**src/rtl/pin_port_pkg.sv**
```systemverilog
package pin_port_pkg;
  localparam int ADDR_W = 3;

  typedef enum logic [ADDR_W-1:0] {
    WORD_OUT = 3'd0,
    WORD_SET = 3'd1,
    WORD_CLR = 3'd2,
    WORD_TOG = 3'd3,
    WORD_IN  = 3'd4,
    WORD_DIR = 3'd5
  } port_word_e;
endpackage

```
**src/rtl/port_out_regs.sv**
```systemverilog
module port_out_regs
  import pin_port_pkg::*;
#(
  parameter int N_PINS = 32
) (
  input  logic              clk,
  input  logic              rst_n,
  input  logic [ADDR_W-1:0] addr,
  input  logic              we,
  input  logic [N_PINS-1:0] wdata,
  output logic [N_PINS-1:0] out_q_o,
  output logic [N_PINS-1:0] dir_q_o
);
  logic [N_PINS-1:0] out_q, out_d;
  logic [N_PINS-1:0] dir_q, dir_d;
  logic              out_en, dir_en;

  // next-state decode: one word per write, aliases act only on 1 bits
  always_comb begin
    out_d  = out_q;
    dir_d  = dir_q;
    out_en = 1'b0;
    dir_en = 1'b0;
    if (we) begin
      case (addr)
        WORD_OUT: begin out_d = wdata;           out_en = 1'b1; end
        WORD_SET: begin out_d = out_q | wdata;   out_en = 1'b1; end
        WORD_CLR: begin out_d = out_q & ~wdata;  out_en = 1'b1; end
        WORD_TOG: begin out_d = out_q ^ wdata;   out_en = 1'b1; end
        WORD_DIR: begin dir_d = wdata;           dir_en = 1'b1; end
        default:  ;
      endcase
    end
  end

  always_ff @(posedge clk or negedge rst_n) begin
    if (!rst_n) begin
      out_q <= '0;
    end else if (out_en) begin
      out_q <= out_d;
    end
  end

  always_ff @(posedge clk or negedge rst_n) begin
    if (!rst_n) begin
      dir_q <= '0;
    end else if (dir_en) begin
      dir_q <= dir_d;
    end
  end

  assign out_q_o = out_q;
  assign dir_q_o = dir_q;

  AST_SET_FORCES_ONES: assert property (@(posedge clk) disable iff (!rst_n)
    (we && addr == WORD_SET) |=> ((out_q & $past(wdata)) == $past(wdata)));
  AST_CLR_FORCES_ZEROS: assert property (@(posedge clk) disable iff (!rst_n)
    (we && addr == WORD_CLR) |=> ((out_q & $past(wdata)) == '0));
  AST_TOG_FLIPS_ONLY_MASK: assert property (@(posedge clk) disable iff (!rst_n)
    (we && addr == WORD_TOG) |=> ((out_q ^ $past(out_q)) == $past(wdata)));
  AST_IGNORED_WRITE_STABLE: assert property (@(posedge clk) disable iff (!rst_n)
    (!we || addr == WORD_IN || addr > WORD_DIR) |=> ($stable(out_q) && $stable(dir_q)));
endmodule

```
**src/rtl/pin_in_sync.sv**
```systemverilog
module pin_in_sync #(
  parameter int N_PINS = 32,
  parameter int STAGES = 2
) (
  input  logic              clk,
  input  logic              rst_n,
  input  logic [N_PINS-1:0] raw_i,
  output logic [N_PINS-1:0] sync_o
);
  for (genvar s = 0; s < STAGES; s++) begin : g_stage
    logic [N_PINS-1:0] q;
    logic [N_PINS-1:0] d;
    if (s == 0) begin : g_first
      assign d = raw_i;
    end else begin : g_next
      assign d = g_stage[s-1].q;
    end
    always_ff @(posedge clk or negedge rst_n) begin
      if (!rst_n) begin
        q <= '0;
      end else begin
        q <= d;
      end
    end
  end

  assign sync_o = g_stage[STAGES-1].q;
endmodule

```
**src/rtl/port_read_mux.sv**
```systemverilog
module port_read_mux
  import pin_port_pkg::*;
#(
  parameter int N_PINS = 32
) (
  input  logic [ADDR_W-1:0] addr,
  input  logic              re,
  input  logic [N_PINS-1:0] out_q,
  input  logic [N_PINS-1:0] dir_q,
  input  logic [N_PINS-1:0] in_q,
  output logic [N_PINS-1:0] rdata
);
  always_comb begin
    rdata = '0;
    if (re) begin
      case (addr)
        WORD_OUT: rdata = out_q;
        WORD_IN:  rdata = in_q;
        WORD_DIR: rdata = dir_q;
        default:  rdata = '0;
      endcase
    end
  end
endmodule

```
**src/rtl/pin_port_ctrl.sv**
```systemverilog
module pin_port_ctrl
  import pin_port_pkg::*;
#(
  parameter int N_PINS      = 32,
  parameter int SYNC_STAGES = 2
) (
  input  logic              clk,
  input  logic              rst_n,
  input  logic [ADDR_W-1:0] bus_addr,
  input  logic [N_PINS-1:0] bus_wdata,
  input  logic              bus_we,
  input  logic              bus_re,
  output logic [N_PINS-1:0] bus_rdata,
  output logic [N_PINS-1:0] pin_out,
  output logic [N_PINS-1:0] pin_oe,
  input  logic [N_PINS-1:0] pin_in,
  input  logic [N_PINS-1:0] pin_dig_en
);
  logic [N_PINS-1:0] out_q, dir_q, in_q;
  logic [N_PINS-1:0] in_gated;

  // pins without digital enable are masked before synchronizing
  assign in_gated = pin_in & pin_dig_en;

  port_out_regs #(.N_PINS(N_PINS)) u_regs (
    .clk     (clk),
    .rst_n   (rst_n),
    .addr    (bus_addr),
    .we      (bus_we),
    .wdata   (bus_wdata),
    .out_q_o (out_q),
    .dir_q_o (dir_q)
  );

  pin_in_sync #(.N_PINS(N_PINS), .STAGES(SYNC_STAGES)) u_sync (
    .clk    (clk),
    .rst_n  (rst_n),
    .raw_i  (in_gated),
    .sync_o (in_q)
  );

  port_read_mux #(.N_PINS(N_PINS)) u_rmux (
    .addr  (bus_addr),
    .re    (bus_re),
    .out_q (out_q),
    .dir_q (dir_q),
    .in_q  (in_q),
    .rdata (bus_rdata)
  );

  assign pin_out = out_q;
  assign pin_oe  = dir_q;

  AST_ALIAS_READS_ZERO: assert property (@(posedge clk) disable iff (!rst_n)
    (bus_re && (bus_addr == WORD_SET || bus_addr == WORD_CLR || bus_addr == WORD_TOG))
      |-> (bus_rdata == '0));
  AST_IDLE_READ_ZERO: assert property (@(posedge clk) disable iff (!rst_n)
    (!bus_re) |-> (bus_rdata == '0));
endmodule

```
**config.mk**
```make
export PLATFORM = sky130hd
export DESIGN_NAME = pin_port_ctrl
export DESIGN_NICKNAME = d
export VERILOG_FILES = /design/src/rtl/pin_port_pkg.sv /design/src/rtl/port_out_regs.sv /design/src/rtl/pin_in_sync.sv /design/src/rtl/port_read_mux.sv /design/src/rtl/pin_port_ctrl.sv
export SDC_FILE = /design/constraint.sdc
export NUM_CORES = 1
export LEC_CHECK = 0
export BUFFER_PORTS_ARGS = -buffer_cell sky130_fd_sc_hd__buf_4
export CORE_AREA = 5 5 120 151
export CTS_BUF_LIST = sky130_fd_sc_hd__clkbuf_8
export CTS_CLUSTER_DIAMETER = 50
export CTS_CLUSTER_SIZE = 24
export DETAILED_ROUTE_END_ITERATION = 16
export DIE_AREA = 0 0 125 156
export GPL_ROUTABILITY_DRIVEN = 0
export HOLD_SLACK_MARGIN = 0.03
export PLACE_DENSITY = 0.73
export RECOVER_POWER = 100
export SYNTH_ARGS = -nofsm -noshare
export SYNTH_HDL_FRONTEND = slang
export SYNTH_HIERARCHICAL = 1
export SYNTH_SLANG_ARGS = --single-unit
```
**constraint.sdc**
```tcl
create_clock -name clk -period 1.2 [get_ports clk]
set_input_delay 0.06 -clock clk [delete_from_list [all_inputs] [get_ports clk]]
set_output_delay 0.06 -clock clk [all_outputs]
set_load 0.1 [all_outputs]
```
After elaboration in Yosys (flattened, before gate mapping). Index checks and enable logic that the tools add are counted.

Bits in registers: 128. Input bits: 103. Output and inout port bits: 96.

Equality and inequality tests: 5. Multiplexer cells: 7. Bitwise gates (word level): 5. Reductions and logical operators: 5.

Operator list (number): one-hot mux 32 bit (4 select lines) (1); one-hot mux 32 bit (3 select lines) (1); AND 32 bit (2); two-way mux 32 bit (1); inverter 32 bit (1); OR 32 bit (1); bitwise XOR 32 bit (1); equality test 3 x 2 -> 1 bit, second input constant (2); equality test 3 bit, second input constant (2); AND reduction 3 bit (2); two-way mux 1 bit (4); nonzero test 4 bit (1); OR reduction 4 bit (1); equality test 3 x 1 -> 1 bit, second input constant (1); zero test 3 bit (1).

Logic depth before layout (Yosys ltp). Gate-level depths: netlist of the first run.

Depth in word-level cells: 5. Depth in mapped cells: 6. Depth with buffers taken out: 5.

Cells and area by module. The synthesis of the first run kept the hierarchy.

Modules (own cells, without submodules): port_out_regs (instances 1, cells each 413, area an instance 4408.0 um2, sequential area each 1601.5 um2); pin_in_sync (instances 1, cells each 64, area an instance 1601.5 um2, sequential area each 1601.5 um2); port_read_mux (instances 1, cells each 116, area an instance 1074.8 um2, sequential area each 0.0 um2); pin_port_ctrl (instances 1, cells each 32, area an instance 200.2 um2, sequential area each 0.0 um2).

Worst setup path after synthesis of the first run. No wires, ideal clock.

Path kind: flip-flop to output port. Start: register u_regs.out_q[0], in the netlist u_regs/out_q_o[0]. End: output bus_rdata[0]. Data arrival time: 3.392 ns. Data required time: 1.140 ns. Path slack: -2.252 ns. Cell stages (with the launch flop): 3. Path buffers: 0. Cell sequence: dfrtp_1 -> a21oi_1 -> a211oi_1.

Word-level cells in the longest chain between the ends: 2.

Ends and longest elaborated chain: from (decl) (RTL line port_out_regs.sv:14) `logic [N_PINS-1:0] out_q, out_d;`; from (signal assigned) (RTL line port_out_regs.sv:40) `out_q <= out_d;`; one-hot mux 32 bit (3 select lines) (RTL line port_read_mux.sv:16) `case (addr)`; two-way mux 32 bit (RTL line port_read_mux.sv:15) `if (re) begin`; to (decl) (RTL line pin_port_ctrl.sv:13) `output logic [N_PINS-1:0] bus_rdata,`.

No other way between the ends.

Worst setup path after layout of the first run.
Start: register u_regs.out_q[16], in the netlist u_regs/out_q_o[16]. End: output bus_rdata[16].

Same word-level chain as after synthesis.

==> results.py, run 1 <==
metrics = {
    "cts": {
        "clkLatencyLatePin_ns": 0.44,
        "cts_sinks": 128,
        "clk_pin_slew_ns": 0.09,
        "cts_tree": "built",
        "htreeDepth": 4,
        "cts_max_path_buffers": 2,
        "cts_buffers": 17,
        "cts-root-buf": "clkbuf_8",
    },
    "routing": {
        "routedWlPerCell_um": 24.5,
        "first_pass_iters": 5,
        "drtAntennaViolNets": 0,
        "drt-initial-drc-count": 411,
        "drt_wl_total_um": 30000,
        "vias": 6723,
        "vias_per_cell": 5.50,
        "drc": 0,
    },
    "worst_setup_path": {
        "cp_data_required_time_ns": 1.14,
        "cp_max_fo": 2,
        "worst_ep_arrival_time_ns": 1.51,
        "critical_path_class": "reg -> out",
        "setup.worst_path.end_class": "output port",
        "crit_path_start_kind": "flip-flop",
    },
    "grt": {
        "grt_antenna_before_repair": 0,
        "grt_max_degree": 49,
        "grt_pass1_wl_um": 43300,
        "grt_pass1_vias": 7609,
        "grt_use_total_pct": 28.5,
        "gr-total-overflow": 0,
    },
    "timing": {
        "slew_headroom_pct": 39.3,
        "setup_ws_ns": -0.373,
        "max_freq_ghz": 0.636,
        "fin_tns_setup_ns": -20.04,
        "period_share_pct": 131,
        "slew_viol_final": 0,
        "fin_skew_ns": 0.0101,
        "hold_ws_ns": 0.121,
        "setup-violations-final": 121,
        "hold_violations": 0,
        "rsz0062_at_grt": "yes",
        "fin_crit_ns": 1.57,
        "worstMarginPinSlew_ns": 0.911,
    },
    "place": {
        "place_inst": 1033,
        "dp_hpwl_um": 15000,
        "placed_area_um2": 9970,
        "io_buffer_count": 198,
    },
    "floorplan": {
        "start_util_pct": 44.1,
        "die-area_um2": 19500,
        "design.portCount": 199,
        "core_area_um2": 16500,
        "die_height_um": 156,
        "rows": 53,
        "fp.dieW_um": 125,
    },
    "layout": {
        "final_net_count": 1157,
        "final_layout_size_suffix_gt1_share_pct": 59.0,
        "stdcell_area_um2": 13900,
        "fillers": 714,
        "multiInputGateArea_um2": 4640,
        "regArea_um2": 3440,
        "diodes": 0,
        "fin_cells": 1223,
        "syn_to_final_growth_pct": 90.4,
    },
    "synthesis": {
        "syn_area_um2": 7280,
        "synth_area_per_cell_um2": 11.7,
        "yosysSeqAreaShare_pct": 44.0,
        "syn_inst": 625,
        "synth_nets": 792,
        "ys_seq_elements": 128,
        "yosys_warnings": 6,
        "synthDistinctLibCells": 28,
    },
    "outcome": {
        "outcome": "finished with violations",
        "violations": "negative setup slack",
    },
    "worst_hold_path": {
        "hp-class": "in -> reg",
    },
    "power_and_ir_drop": {
        "leakagePower_nw": 6.04,
        "p_per_area_nw_per_um2": 1470,
        "vdd_drop_max_mv": 1.06,
    },
    "run": {
        "maxCapViolations": 0,
    },
}
cells in the final DEF (no fill, tap or decap), types with 32 or more instances in the layout:
master and instances:
dfrtp_4 64, o2bb2ai_1 32, dlygate4sd3_1 97, dfrtp_1 64
buf_12 113, a211oi_4 32, buf_6 58, a21o_1 32
ha_1 32, and2_1 32, buf_4 119, inv_1 33
nand2_1 32, ha_4 32
synth_stat cells (all sizes together):
cell	n	area, um2
mux2i	64	641
o211ai	1	21.3
nand2	32	120
a21oi	32	160
ha	64	801
inv	66	250
nor2b	1	6.26
mux2	32	473
clkbuf	13	60.1
nand3	1	17.5
a21o	32	240
o21ba	1	10.0
a211oi	32	390
buf	29	244
dfrtp	128	3200
and2	32	200
nand2b	1	6.26
o2bb2ai	32	280
o21ai	32	160
layer usage:
metal / share of wire, % / track usage (%)
met5: 0 / 0
met4: 3.9 / 13.5
met3: 5.7 / 6.75
met2: 56 / 52.7
met1: 35 / 30.6
sequential cells by signal, indices dropped and copies added, names as in the netlist:
signal / flops
u_regs/out_q_o: 32
u_sync/g_stage.q: 32
u_sync/sync_o: 32
u_regs/dir_q_o: 32
cell type report:
cell class | instances | share of cell area [%]
timing repair buffer | 388 | 34.5
multi-input combinational | 389 | 33.5
sequential | 128 | 24.8
inverter | 66 | 2.29
clock buffer | 20 | 1.98
tap | 220 | 1.98
clock inverter | 12 | 0.956
stage by stage:
stage	power, mW	setup slack, ns	util (%)
2_1_floorplan	11.1	-0.510	-
3_3_place_gp	12.7	-0.0318	60.4
3_5_place_dp	13.0	-0.0667	60.4
4_1_cts	19.4	-0.334	81.7
5_1_grt	21.0	-0.418	84.0
6_report	20.4	-0.373	84.0
power by group:
group | switching, mW | internal [mW]
clock | 1.87 | 2.02
sequential | 0.711 | 5.12
combinational | 6.21 | 4.44
logic make-up after synthesis:
group,share of synthesized area [%]
AOI/OAI and AO/OA,17.3
adders and majority gates,11.0
buffers and inverters,7.61
DFF,44.0
muxes,15.3
and+or+nand+nor,4.81
worst max-delay path, stage by stage (launching register included):
cell,delay (ns)
dfrtp_4,0.44
a21oi_2,0.10
a211oi_4,0.32
buf_12,0.22
path summary, 6_finish.rpt:
check / start / slack, ns / depth (start not counted) / end
worst max register to register: u_regs/out_q_o[10] / -0.31 / 6 / u_regs/out_q_o[10]
max in group asynchronous: rst_n / 0.07 / 3 / u_regs/out_q_o[15]
worst min-delay path: bus_addr[1] / 0.12 / 4 / u_regs/out_q_o[24]
worst min register to register: u_sync/g_stage[0].q[5] / 0.35 / 0 / u_sync/sync_o[5]
worst max-delay path: u_regs/out_q_o[16] / -0.37 / 3 / bus_rdata[16]
min in group asynchronous: rst_n / 0.30 / 2 / u_sync/g_stage[0].q[5]
what timing repair did:
item                                    in CTS  in global routing
gates cloned                                 0                  0
pin swaps                                   29                 35
buffers inserted                            39                 41
resized for setup                          379                 77
endpoints found under the setup margin     128                128
endpoints found under the hold margin      224                  0
hold buffers                                97                  0
(Power assumes the default switching activity.)
==> inputs of run 2 (changes only) <==
==> constraint.sdc (replaced) <==
create_clock -name clk -period 1.2 [get_ports clk]
set_input_delay 0.18 -clock clk [delete_from_list [all_inputs] [get_ports clk]]
set_output_delay 0.18 -clock clk [all_outputs]
set_load 0.1 [all_outputs]
==> run 2 against run 1 <==
Net effect:
- the flow still finishes with violations (negative setup slack)
- die area stayed put
- cell count is 3.0% higher
- critical path depth unchanged
- clock skew is 0.00078 ns higher
- hold slack improved by 0.11 ns
- largest power group unchanged
- critical endpoint unchanged
- utilization increased by 3.2 points
- sequential power hardly changed
==> results.py, run 2 (synthesis results as in run 1) <==
metrics = {
    "outcome": {
        "outcome": "finished with violations",
        "violations": "negative setup slack",
    },
    "timing": {
        "hold_ws_ns": 0.235,
        "slew_viol_final": 0,
        "slew_headroom_pct": 60.8,
        "fin_skew_ns": 0.0109,
        "fin_crit_ns": 1.70,
        "fin_tns_setup_ns": -34.98,
        "setup_ws_ns": -0.503,
        "max_freq_ghz": 0.587,
        "rsz0062_at_grt": "yes",
        "period_share_pct": 142,
        "hold_violations": 0,
        "worstMarginPinSlew_ns": 0.588,
        "setup-violations-final": 130,
    },
    "worst_hold_path": {
        "hp-class": "in -> async",
    },
    "grt": {
        "grt_antenna_before_repair": 0,
        "grt_pass1_wl_um": 44900,
        "grt_use_total_pct": 29.6,
        "grt_max_degree": 36,
        "grt_pass1_vias": 7942,
        "gr-total-overflow": 0,
    },
    "layout": {
        "fin_cells": 1260,
        "utilization_pct": 87.2,
        "final_net_count": 1194,
        "final_layout_size_suffix_gt1_share_pct": 61.5,
        "diodes": 0,
        "fillers": 644,
        "syn_to_final_growth_pct": 97.7,
        "layout_common_cells": "buf_4 (127), buf_12 (111), dlygate4sd3_1 (96)",
        "layout_commonest_cell": "buf_4",
    },
    "cts": {
        "cts_tree": "built",
        "cts_max_path_buffers": 2,
        "cts_buffers": 17,
        "cts_sinks": 128,
        "clkLatencyLatePin_ns": 0.47,
        "clk_pin_slew_ns": 0.09,
        "htreeDepth": 4,
        "cts-root-buf": "clkbuf_8",
    },
    "worst_setup_path": {
        "critPathSlowestCell": "dfrtp_4",
        "path_cells": "mux2i_4, a211oi_4, buf_12",
        "worst_ep_arrival_time_ns": 1.52,
        "cp_data_required_time_ns": 1.02,
        "crit_path_start_kind": "flip-flop",
        "setup.worst_path.end_class": "output port",
        "critical_path_class": "reg -> out",
        "cp_max_fo": 2,
        "max_stage_delay_ns": 0.44,
    },
    "routing": {
        "vias": 6780,
        "routedWlPerCell_um": 23.9,
        "drc": 0,
        "vias_per_cell": 5.38,
        "drt-initial-drc-count": 325,
        "drtAntennaViolNets": 0,
        "drt_wl_total_um": 30100,
        "first_pass_iters": 5,
    },
    "power_and_ir_drop": {
        "switching_share_pct": 43.2,
        "leakagePower_nw": 6.26,
        "vdd_drop_max_mv": 1.05,
        "p_int_mw": 11.8,
        "p_per_area_nw_per_um2": 1450,
        "p_switching_mw": 8.99,
        "power_mw": 20.8,
        "seqPwrFrac_pct": 27.8,
        "p_clk_share_pct": 18.5,
        "power_frac_comb_pct": 53.6,
    },
    "floorplan": {
        "start_util_pct": 44.1,
        "die-area_um2": 19500,
        "core_area_um2": 16500,
        "fp.dieW_um": 125,
        "rows": 53,
        "design.portCount": 199,
        "die_height_um": 156,
    },
    "place": {
        "io_buffer_count": 198,
        "dp_hpwl_um": 15100,
        "place_inst": 1076,
    },
    "run": {
        "maxCapViolations": 0,
    },
}
[run 2: power by group through the flow]
stage	clock network (mW)	registers [mW]	logic, mW
floorplan	0	8.85	2.27
global placement	0	5.73	7.38
detailed placement	0	5.77	7.56
CTS	3.84	5.73	10.4
global route	4.07	5.85	11.5
finish	3.86	5.80	11.2
[run 2: final timing paths]
check,start,endpoint,slack [ns],depth (start not counted)
max,u_regs/dir_q_o[16],bus_rdata[16],-0.50,3
min,rst_n,u_sync/sync_o[30],0.24,2
max reg2reg,u_regs/out_q_o[6],u_regs/out_q_o[6],-0.24,6
min reg2reg,u_sync/g_stage[0].q[10],u_sync/sync_o[10],0.35,0
max in group asynchronous,rst_n,u_regs/out_q_o[13],0.11,3
min in group clk,bus_addr[1],u_regs/out_q_o[7],0.27,4
[run 2: per-stage QoR]
step | worst slack (ns) | area (um2)
floorplan | -0.630 | 8070
finish | -0.503 | 14400
global route | -0.536 | 14400
global placement | -0.280 | 10300
detailed placement | -0.321 | 10300
CTS | -0.469 | 14100
[run 2: cell type report]
cell class | count | area [um2] | area share, %
Multi-Input combinational cell | 389 | 4820 | 33.4
Inverter | 66 | 323 | 2.24
Timing Repair Buffer | 425 | 5150 | 35.8
Tap cell | 220 | 275 | 1.91
Sequential cell | 128 | 3440 | 23.9
Clock inverter | 15 | 158 | 1.09
Clock buffer | 17 | 234 | 1.62
[run 2: critical path: cells and delay by family (launching register included)]
family                 cells  cell delay [ns]
DFF                        1             0.44
muxes                      1             0.08
buffers and inverters      1             0.22
AOI/OAI and AO/OA          1             0.31
[run 2: what timing repair did]
action / in CTS / in global routing
pin swaps: 37 / 21
endpoints found under the hold margin: 219 / 12
setup buffers: 42 / 39
gates resized for setup: 439 / 73
endpoints found under the setup margin: 126 / 141
hold buffers: 97 / 12
[run 2: per-layer routing]
layer / vias up / routed length, um / track usage (%)
met3: 106 / 1260 / 6.06
met1: 3471 / 10600 / 31.5
met5: - / 0 / 0
li1: 2944 / - / -
met2: 259 / 16700 / 55.0
met4: 0 / 1550 / 15.7
==> inputs of run 3 (changes only) <==
- CAP_MARGIN: unset -> 15
- CORE_AREA: 5 5 120 151 -> 5 5 109 137
- DIE_AREA: 0 0 125 156 -> 0 0 114 142
- PLACE_DENSITY: 0.73 -> 0.86
==> run 3 against run 2 <==
Net effect:
- the run now fails in clock tree synthesis (4_1_cts)
- synthesized cell count is the same
- synthesized area stayed put
==> results.py, run 3 <==
metrics = {
    "floorplan": {
        "start_util_pct": 53.9,
        "fp.dieW_um": 114,
        "die_height_um": 142,
        "rows": 48,
        "design.portCount": 199,
    },
    "synthesis": {
        "ys.flop_type": "dfrtp_1",
        "synth_nets": 792,
        "synthTopCellsByCount": "dfrtp_1 (128), inv_1 (65), ha_1 (64), mux2i_1 (64)",
        "syn_area_um2": 7280,
        "synth_area_per_cell_um2": 11.7,
        "yosys_warnings": 6,
        "synthDistinctLibCells": 28,
        "syn_inst": 625,
        "synth_area_leader_cell": "dfrtp_1",
        "synthTopCellsByArea": "dfrtp_1 (44%), ha_1 (11%), mux2i_1 (8.8%)",
        "yosysSeqAreaShare_pct": 44.0,
        "synth-edff-count": 0,
        "synth_top_cell_area_share_pct": 44.0,
        "synth.most_common_cell": "dfrtp_1",
        "ys_async_sr_fraction_pct": 100,
        "ys_seq_elements": 128,
    },
    "cts": {
        "cts-root-buf": "clkbuf_8",
        "cts.repair.resized": 405,
        "cts_buffers": 17,
        "cts_sinks": 128,
        "htreeDepth": 4,
        "cts_max_path_buffers": 2,
        "postCtsSetupBuffers": 41,
        "cts_hold_buf": 97,
    },
    "place": {
        "io_buffer_count": 198,
        "dp_hpwl_um": 15200,
    },
    "outcome": {
        "stop_error": "[ERROR DPL-0038] Utilization greater than 100%, impossible to legalize",
        "outcome": "aborted with a tool error",
        "lastStage": "clock tree synthesis (4_1_cts)",
    },
}
run 3: cell counts after synthesis:
No cell type changed its count.
run 3: through the flow:
step	std cells	utilization (%)	instance area (um2)	setup WS [ns]
after floorplan	625	-	8070	-0.630
after detailed placement	1017	75.2	10200	-0.330
after global placement	1017	75.2	10200	-0.286
run 3: cells by family after synthesis:
kind of cell | after synthesis | share of synthesized area [%]
buf+inv | 108 | 7.61
flops | 128 | 44.0
mux | 96 | 15.3
fa+ha+maj | 64 | 11.0
simple gates | 67 | 4.81
compound gates | 162 | 17.3
==> inputs of run 4 (changes only) <==
- CORE_AREA: 5 5 109 137 -> 5 5 141 143
- CTS_BUF_LIST: sky130_fd_sc_hd__clkbuf_8 -> unset
- CTS_CLUSTER_DIAMETER: 50 -> unset
- CTS_CLUSTER_SIZE: 24 -> unset
- DIE_AREA: 0 0 114 142 -> 0 0 146 148
- HOLD_SLACK_MARGIN: 0.03 -> unset
- PLACE_DENSITY: 0.86 -> unset
- PLACE_DENSITY_LB_ADDON: unset -> 0.15
==> run 4 against run 3 <==
Net effect:
- the flow now finishes, with violations (negative hold slack, negative setup slack)
==> results.py, run 4 (synthesis results as in run 1) <==
metrics = {
    "power_and_ir_drop": {
        "power_frac_comb_pct": 50.2,
        "switching_share_pct": 41.2,
        "power_mw": 21.0,
        "p_per_area_nw_per_um2": 1520,
        "p_clk_share_pct": 22.5,
        "seqPwrFrac_pct": 27.3,
        "leakagePower_nw": 6.02,
        "p_int_mw": 12.3,
        "vdd_drop_max_mv": 1.15,
        "p_switching_mw": 8.64,
    },
    "timing": {
        "fin_skew_ns": 0.00367,
        "max_freq_ghz": 0.616,
        "slew_headroom_pct": 48.7,
        "rsz0062_at_grt": "yes",
        "slew_viol_final": 0,
        "hold_ws_ns": -0.0152,
        "period_share_pct": 135,
        "setup-violations-final": 128,
        "setup_ws_ns": -0.424,
        "worstMarginPinSlew_ns": 0.769,
        "hold_violations": 1,
        "fin_crit_ns": 1.62,
    },
    "cts": {
        "cts_buffers": 17,
        "clk_pin_slew_ns": 0.06,
        "cts_max_path_buffers": 2,
        "cts-root-buf": "clkbuf_16",
        "cts_tree": "built",
        "htreeDepth": 4,
        "clkLatencyLatePin_ns": 0.41,
        "cts_sinks": 128,
    },
    "routing": {
        "first_pass_iters": 5,
        "drc": 0,
        "routedWlPerCell_um": 20.6,
        "vias": 6363,
        "drt_wl_total_um": 25400,
        "vias_per_cell": 5.17,
        "drtAntennaViolNets": 0,
        "drt-initial-drc-count": 244,
    },
    "grt": {
        "grt_pass1_vias": 7267,
        "grt_use_total_pct": 23.4,
        "grt_pass1_wl_um": 39900,
        "grt_max_degree": 75,
        "gr-total-overflow": 0,
        "grt_antenna_before_repair": 0,
    },
    "worst_setup_path": {
        "setup.worst_path.end_class": "output port",
        "worst_ep_arrival_time_ns": 1.44,
        "crit_path_start_kind": "flip-flop",
        "cp_max_fo": 2,
        "critical_path_class": "reg -> out",
        "cp_data_required_time_ns": 1.02,
    },
    "outcome": {
        "outcome": "finished with violations",
        "violations": "negative hold slack, negative setup slack",
    },
    "layout": {
        "layout_commonest_cell": "buf_12",
        "final_net_count": 1151,
        "diodes": 0,
        "fin_cells": 1231,
        "final_layout_size_suffix_gt1_share_pct": 61.7,
        "syn_to_final_growth_pct": 89.0,
        "layout_common_cells": "buf_12 (109), buf_4 (107), buf_6 (80)",
    },
    "place": {
        "dp_hpwl_um": 15500,
        "place_inst": 1088,
        "io_buffer_count": 198,
    },
    "floorplan": {
        "fp.dieW_um": 146,
        "die-area_um2": 21600,
        "rows": 50,
        "core_area_um2": 18500,
        "die_height_um": 148,
        "start_util_pct": 39.5,
        "design.portCount": 199,
    },
    "run": {
        "maxCapViolations": 0,
    },
    "worst_hold_path": {
        "hp-class": "in -> reg",
    },
}
[run 4: path summary, 6_finish.rpt]
kind | startpoint | end | slack (ns) | cells after the start
hold reg to reg | u_sync/g_stage[0].q[10] | u_sync/sync_o[10] | 0.35 | 0
min in group asynchronous | rst_n | u_regs/dir_q_o[15] | 0.45 | 3
max in group asynchronous | rst_n | u_regs/out_q_o[29] | 0.06 | 3
setup reg to reg | u_regs/out_q_o[5] | u_regs/out_q_o[5] | -0.16 | 6
setup / recovery | u_regs/dir_q_o[0] | bus_rdata[0] | -0.42 | 3
hold / removal | pin_in[30] | u_sync/g_stage[0].q[30] | -0.02 | 2
[run 4: worst max-delay path, stage by stage (launching register included)]
cell	delay [ns]
dfrtp_4	0.41
mux2i_2	0.08
a211oi_4	0.31
buf_12	0.22
[run 4: repair_timing]
item                       4_1_cts  5_1_grt
resized for setup              415       53
pin swaps                       32       11
hold buffers                    61        6
hold endpoints to repair       159        6
buffers inserted                37       44
setup endpoints to repair      125      137
[run 4: stage by stage]
step / TNS [ns] / util, % / hold slack, ns / cell area (um2) / setup slack (ns)
floorplan: -25.00 / - / -0.116 / 8070 / -0.630
global placement: -18.40 / 55.9 / 0.209 / 10300 / -0.253
detailed placement: -20.03 / 55.9 / 0.215 / 10300 / -0.291
CTS: -26.90 / 74.0 / 0.000944 / 13700 / -0.417
global route: -39.73 / 74.6 / 0.00181 / 13800 / -0.474
finish: -27.14 / 74.6 / -0.0152 / 13800 / -0.424
[run 4: cell type report]
cell class                 count  area (um2)
fill                        1061        4690
sequential                   128        3440
inverter                      66         318
timing repair buffer         382        4660
clock inverter                14         109
multi-input combinational    389        4510
tap                          234         293
clock buffer                  18         429
[run 4: routing by layer]
metal	share of wire (%)	up-vias	track usage, %
met5	0	-	0
met4	1.9	0	7.48
met3	4.8	45	5.30
met2	55	235	43.4
met1	39	3235	26.8
li1	-	2848	-
[run 4: power by group through the flow]
stage	sequential [mW]	clock (mW)	combinational, mW
after floorplan	8.85	0	2.27
after global placement	5.75	0	7.35
after detailed placement	5.78	0	7.51
after CTS	5.72	4.83	10.2
after global routing	5.78	5.03	10.9
final	5.72	4.72	10.5
